**src/rtl/sc_clk_pkg.sv**
```systemverilog
package sc_clk_pkg;
    localparam int unsigned SC_DIV_W      = 8;
    localparam int unsigned SC_SEL_W      = 2;
    localparam int unsigned SC_ETU_DEF    = 372;
    localparam int unsigned SC_MID_DEF    = 186;
    localparam int unsigned SC_STEP_LOG2  = 2;   // each select step multiplies by 4

    typedef enum logic {
        PH_LOW  = 1'b0,
        PH_HIGH = 1'b1
    } phase_e;
endpackage

```
**src/rtl/sc_prescaler.sv**
```systemverilog
module sc_prescaler #(
    parameter int unsigned SEL_W     = 2,
    parameter int unsigned STEP_LOG2 = 2
) (
    input  logic             clk,
    input  logic             rst_n,
    input  logic [SEL_W-1:0] sel_i,
    output logic             tick_o
);
    localparam int unsigned CNT_W = STEP_LOG2 * ((1 << SEL_W) - 1);

    typedef struct packed {
        logic [CNT_W-1:0] cnt;
    } pre_st_t;

    pre_st_t          st_d, st_q;
    logic [CNT_W:0]   span;
    logic [CNT_W-1:0] lim;

    always_comb begin
        span   = (CNT_W+1)'(1) << (STEP_LOG2 * int'(sel_i));
        lim    = span[CNT_W-1:0] - CNT_W'(1);
        tick_o = (st_q.cnt == lim);
        st_d   = st_q;
        if (tick_o) begin
            st_d.cnt = '0;
        end else begin
            st_d.cnt = st_q.cnt + CNT_W'(1);
        end
    end

    always_ff @(posedge clk) begin
        if (!rst_n) begin
            st_q <= '0;
        end else begin
            st_q <= st_d;
        end
    end
endmodule

```
**src/rtl/sc_half_divider.sv**
```systemverilog
module sc_half_divider #(
    parameter int unsigned DIV_W = 8
) (
    input  logic             clk,
    input  logic             rst_n,
    input  logic             step_i,
    input  logic [DIV_W-1:0] reload_i,
    output logic             tick_o
);
    typedef struct packed {
        logic [DIV_W-1:0] cnt;
    } div_st_t;

    div_st_t st_d, st_q;

    always_comb begin
        tick_o = step_i && (st_q.cnt == '0);
        st_d   = st_q;
        if (step_i) begin
            if (tick_o) begin
                st_d.cnt = reload_i;
            end else begin
                st_d.cnt = st_q.cnt - DIV_W'(1);
            end
        end
    end

    always_ff @(posedge clk) begin
        if (!rst_n) begin
            st_q.cnt <= reload_i;
        end else begin
            st_q <= st_d;
        end
    end
endmodule

```
**src/rtl/sc_etu_counter.sv**
```systemverilog
module sc_etu_counter
    import sc_clk_pkg::*;
#(
    parameter int unsigned ETU_CLKS = 372,
    parameter int unsigned MID_CLK  = 186
) (
    input  logic clk,
    input  logic rst_n,
    input  logic half_i,
    output logic phase_o,
    output logic phase_nxt_o,
    output logic wrap_o,
    output logic bit_tick_o,
    output logic mid_tick_o
);
    localparam int unsigned ETU_W = (ETU_CLKS > 1) ? $clog2(ETU_CLKS) : 1;
    localparam logic [ETU_W-1:0] LAST_IDX = ETU_W'(ETU_CLKS - 1);
    localparam logic [ETU_W-1:0] PRE_MID  = ETU_W'(MID_CLK - 1);

    typedef struct packed {
        phase_e           ph;
        logic [ETU_W-1:0] etu;
        logic             bit_tick;
        logic             mid_tick;
    } etu_st_t;

    etu_st_t st_d, st_q;

    always_comb begin
        st_d          = st_q;
        st_d.bit_tick = 1'b0;
        st_d.mid_tick = 1'b0;
        wrap_o        = half_i && (st_q.ph == PH_HIGH) && (st_q.etu == LAST_IDX);
        if (half_i) begin
            st_d.ph = (st_q.ph == PH_HIGH) ? PH_LOW : PH_HIGH;
            if (st_q.ph == PH_HIGH) begin
                if (st_q.etu == LAST_IDX) begin
                    st_d.etu      = '0;
                    st_d.bit_tick = 1'b1;
                end else begin
                    st_d.etu = st_q.etu + ETU_W'(1);
                end
                if (st_q.etu == PRE_MID) begin
                    st_d.mid_tick = 1'b1;
                end
            end
        end
        phase_nxt_o = (st_d.ph == PH_HIGH);
        phase_o     = (st_q.ph == PH_HIGH);
        bit_tick_o  = st_q.bit_tick;
        mid_tick_o  = st_q.mid_tick;
    end

    always_ff @(posedge clk) begin
        if (!rst_n) begin
            st_q <= '{ph: PH_LOW, etu: '0, bit_tick: 1'b0, mid_tick: 1'b0};
        end else begin
            st_q <= st_d;
        end
    end
endmodule

```
**src/rtl/sc_bitclk_gen.sv**
```systemverilog
module sc_bitclk_gen
    import sc_clk_pkg::*;
#(
    parameter int unsigned DIV_W     = SC_DIV_W,
    parameter int unsigned SEL_W     = SC_SEL_W,
    parameter int unsigned ETU_CLKS  = SC_ETU_DEF,
    parameter int unsigned MID_CLK   = SC_MID_DEF,
    parameter int unsigned STEP_LOG2 = SC_STEP_LOG2
) (
    input  logic             clk,
    input  logic             rst_n,
    input  logic [DIV_W-1:0] div_n_i,
    input  logic [SEL_W-1:0] pre_sel_i,
    input  logic             clk_out_en_i,
    output logic             bit_tick_o,
    output logic             mid_tick_o,
    output logic             card_clk_o
);
    typedef struct packed {
        logic [DIV_W-1:0] div;
        logic [SEL_W-1:0] sel;
        logic             card_clk;
    } top_st_t;

    top_st_t st_d, st_q;
    logic    pre_tick;
    logic    half_tick;
    logic    phase_q;
    logic    phase_nxt;
    logic    wrap;

    sc_prescaler #(
        .SEL_W     (SEL_W),
        .STEP_LOG2 (STEP_LOG2)
    ) u_pre (
        .clk    (clk),
        .rst_n  (rst_n),
        .sel_i  (st_q.sel),
        .tick_o (pre_tick)
    );

    sc_half_divider #(
        .DIV_W (DIV_W)
    ) u_div (
        .clk      (clk),
        .rst_n    (rst_n),
        .step_i   (pre_tick),
        .reload_i (st_d.div),
        .tick_o   (half_tick)
    );

    sc_etu_counter #(
        .ETU_CLKS (ETU_CLKS),
        .MID_CLK  (MID_CLK)
    ) u_etu (
        .clk         (clk),
        .rst_n       (rst_n),
        .half_i      (half_tick),
        .phase_o     (phase_q),
        .phase_nxt_o (phase_nxt),
        .wrap_o      (wrap),
        .bit_tick_o  (bit_tick_o),
        .mid_tick_o  (mid_tick_o)
    );

    always_comb begin
        st_d = st_q;
        if (wrap || !rst_n) begin
            st_d.div = div_n_i;
            st_d.sel = pre_sel_i;
        end
        st_d.card_clk = phase_nxt && clk_out_en_i;
    end

    always_ff @(posedge clk) begin
        if (!rst_n) begin
            st_q.div      <= div_n_i;
            st_q.sel      <= pre_sel_i;
            st_q.card_clk <= 1'b0;
        end else begin
            st_q <= st_d;
        end
    end

    assign card_clk_o = st_q.card_clk;
endmodule

```
**config.mk**
```make
export PLATFORM = sky130hd
export DESIGN_NAME = sc_bitclk_gen
export DESIGN_NICKNAME = d
export VERILOG_FILES = /design/src/rtl/sc_clk_pkg.sv /design/src/rtl/sc_prescaler.sv /design/src/rtl/sc_half_divider.sv /design/src/rtl/sc_etu_counter.sv /design/src/rtl/sc_bitclk_gen.sv
export SDC_FILE = /design/constraint.sdc
export NUM_CORES = 1
export LEC_CHECK = 0
export ABC_AREA = 1
export BUFFER_PORTS_ARGS = -buffer_cell sky130_fd_sc_hd__buf_2
export CAP_MARGIN = 10
export CORE_ASPECT_RATIO = 0.8
export CORE_UTILIZATION = 31
export DETAILED_ROUTE_END_ITERATION = 8
export PLACE_DENSITY_LB_ADDON = 0.25
export SYNTH_ARGS = -nofsm -noshare
export SYNTH_HDL_FRONTEND = slang
export SYNTH_HIERARCHICAL = 1
export SYNTH_SLANG_ARGS = --single-unit
export TNS_END_PERCENT = 50
```
**constraint.sdc**
```tcl
create_clock -name clk -period 3.4 [get_ports clk]
set_clock_uncertainty 0.05 [all_clocks]
set_input_delay 0.51 -clock clk [delete_from_list [all_inputs] [get_ports clk]]
set_output_delay 0.51 -clock clk [all_outputs]
set_load 0.01 [all_outputs]
```
==> impl_metrics.csv <==
group,metric,value,unit
clock_tree,clockRootBuffer,"clkbuf_8",
detailed_routing,vias,1550,
synth,yosysMostFrequentCell,"nand2_1",
pwr,powerDensity,416,nW/um2
pwr,p_total,0.913,mW
sta,final_max_slew_viol_count,0,
flow_run,drv_cap,0,
cells_and_area,fillCellCount,640,
worst_setup_path,path_buf_inv,5,
synth,synth.area.top_cells,"dfxtp_1 27%, edfxtp_1 15%, nand2_1 14%",
synth,synth_edf_count,10,
floorplan,coreArea,6010,um2
global_route,grt_usage,0.118,
floorplan,ios,16,
synth,yosys_warnings,6,
cells_and_area,nets,298,
worst_setup_path,cp_top_family,"simple AND/OR/NAND/NOR gates",
worst_setup_path,start_kind,"flop",
synth,synth_common_cells,"72 x nand2_1, 33 x nor2_1, 32 x inv_1",
sta,fin_tns_setup,0,ps
cells_and_area,num_antenna_cells,0,
detailed_routing,routed_wl,3550,um
synth,synth_area,1970,um2
place,globalplace.congestion,0.792,
synth,syn_inst,261,
worst_setup_path,worstPathArrival,2730,ps
cells_and_area,seqCellArea,841,um2
global_route,antenna_found_initial,0,
synth,synth_largest_area_cell,"dfxtp_1",
sta,period_needed,2730,ps
detailed_routing,dr.pass1.iters,4,
clock_tree,clk_latency,290,ps
place,post-place-ws,652,ps
outcome,status,"complete, no violations",
pwr,ir_drop,188,uV
floorplan,initial_utilization,0.328,
synth,synth.distinct_cells,29,
sta,relSlewSlack,0.638,
clock_tree,postCtsSetupBuffers,0,
cells_and_area,area_delta_synth_final,11.6,%
clock_tree,clk_pin_slew,80,ps
sta,setup_slack,674,ps
global_route,grt_pass1_vias,1355,
clock_tree,cts_resized,0,
floorplan,fp-row-count,25,
worst_setup_path,path_class,"reg -> reg",
place,io_buffers,15,
clock_tree,clk_path_buf_depth,2,
worst_setup_path,critPathCaptureType,"flop",
pwr,p_leak,1.01,nW
synth,synth_top_area_share,0.275,
worst_setup_path,path_cells,"nor2_1, nand2_1, nand2_1, nand3_1, inv_1, inv_1, nor3_1, nand2_4, inv_1, ha_1, inv_1, nor2_1, inv_2, nand3_1, nand2_1, a21oi_1, nor2_1",
detailed_routing,drtIter0Drc,49,
cells_and_area,multi_input_area,962,um2
sta,fin_crit_sh,0.802,
clock_tree,postCtsHoldBufs,0,
floorplan,fp.dieW,91.1,um
global_route,grt_max_degree,24,
synth,synth_seq_cells,37,
place,placed_cells,354,
worst_setup_path,max_stage_delay,420,ps
floorplan,die_h,73.3,um
global_route,globalRouteOverflowTotal,0,
clock_tree,cts_sinks,37,
min_path,hp-class,"in -> reg",
detailed_routing,post_drt_via_cell_ratio,4.28,
cells_and_area,drive_above_1_share,0.185,
place,dpl.hpwl,2740,um
clock_tree,numCtsBuffers,5,
cells_and_area,final_cells,362,
clock_tree,cts_tree,"yes",
worst_setup_path,cp_max_fo,9,
synth,synth_flop_cell,"dfxtp_1",
clock_tree,htreeDepth,2,
synth,yosysSeqAreaShare,0.427,
sta,fmax,367,MHz
worst_setup_path,critPathSlowestCell,"edfxtp_1",
detailed_routing,antenna_left,0,
synth,synth_nets,279,
sta,finalHoldViolations,0,
sta,rsz0062_at_grt,"false",
detailed_routing,wl_per_cell,9.80,um
detailed_routing,drcViolationCount,0,
global_route,grt_pass1_wl,6090,um
sta,max_slew.worst_pin.slew,543,ps
sta,setup_viol,0,
worst_setup_path,critPathMostFrequentCell,"inv_1",
synth,async_flop_share,0,
worst_setup_path,cp.required,3400,ps
synth,synth_area_per_cell,7.54,um2
floorplan,die_area,6670,um2
-- layout by cell type (no fill, tap or decap), drive strengths merged --
cell type	n
o21bai	1
clkinvlp	1
nand3	26
dfxtp	27
ha	5
clkbuf	5
nor2	46
buf	15
and3	1
xnor2	2
nand2	80
or2	1
edfxtp	10
nor3	1
o21ai	7
a21oi	6
inv	35
nor4	1
xor2	4
clkinv	2
nand4	5
-- registers in the layout (all words and copies together) (netlist names) --
name	cells
card_clk_o	1
st_q	10
u_div/st_q	8
u_etu/bit_tick_o	1
u_etu/mid_tick_o	1
u_etu/phase_o	1
u_etu/st_q	9
u_pre/st_q	6
-- kinds of logic after synthesis --
family	synth area share
AO/OA/AOI/OAI	0.0388
XOR/XNOR	0.0267
adder cells (fa/ha/maj)	0.0318
buffers and inverters	0.0839
flip-flops	0.427
AND/OR/NAND/NOR	0.392
-- layout make-up --
type                       instances  share of cell area
timing repair buffer              15              0.0342
multi-input combinational        186               0.438
clock inverter                     3             0.00797
sequential                        37               0.383
clock buffer                       5              0.0313
inverter                          35              0.0598
tap                               81              0.0461
-- metrics by stage --
step	utilization	hold WS, ps	instance area [um2]
after floorplan	-	402	1970
after global placement	0.351	422	2110
after detailed placement	0.351	429	2110
after CTS	0.366	378	2200
after global routing	0.366	397	2200
final	0.366	383	2200
-- metal layers --
| layer | vias up | part of all wire | GRT usage |
|---|---|---|---|
| li1 | 854 | - | - |
| met4 | 0 | 0.013 | 0.0529 |
| met5 | - | 0 | 0 |
| met1 | 681 | 0.52 | 0.152 |
| met2 | 11 | 0.45 | 0.189 |
| met3 | 4 | 0.022 | 0.0280 |
-- power breakdown --
| group | total [mW] | switching, mW | internal, mW |
|---|---|---|---|
| clock network | 0.298 | 0.157 | 0.141 |
| logic | 0.111 | 0.0698 | 0.0414 |
| registers | 0.504 | 0.0194 | 0.484 |
-- path summary, 6_finish.rpt --
kind	startpoint	endpoint	slack (ps)	cells past startpoint
worst max-delay path	st_q[2]	u_div/st_q[6]	670	17
worst min-delay path	div_n_i[1]	st_q[4]	380	3
worst max register to register	st_q[2]	u_div/st_q[6]	670	17
worst min register to register	st_q[5]	st_q[5]	430	2
-- worst reg2reg max path, delay by kind of cell, from the launching register on --
kind	cells	cell delay (ps)
AOI/OAI and AO/OA	1	140
DFF	1	420
adders and majority gates	1	310
and+or+nand+nor	10	1140
buffers and inverters	5	420
(Power assumes the default switching activity.)
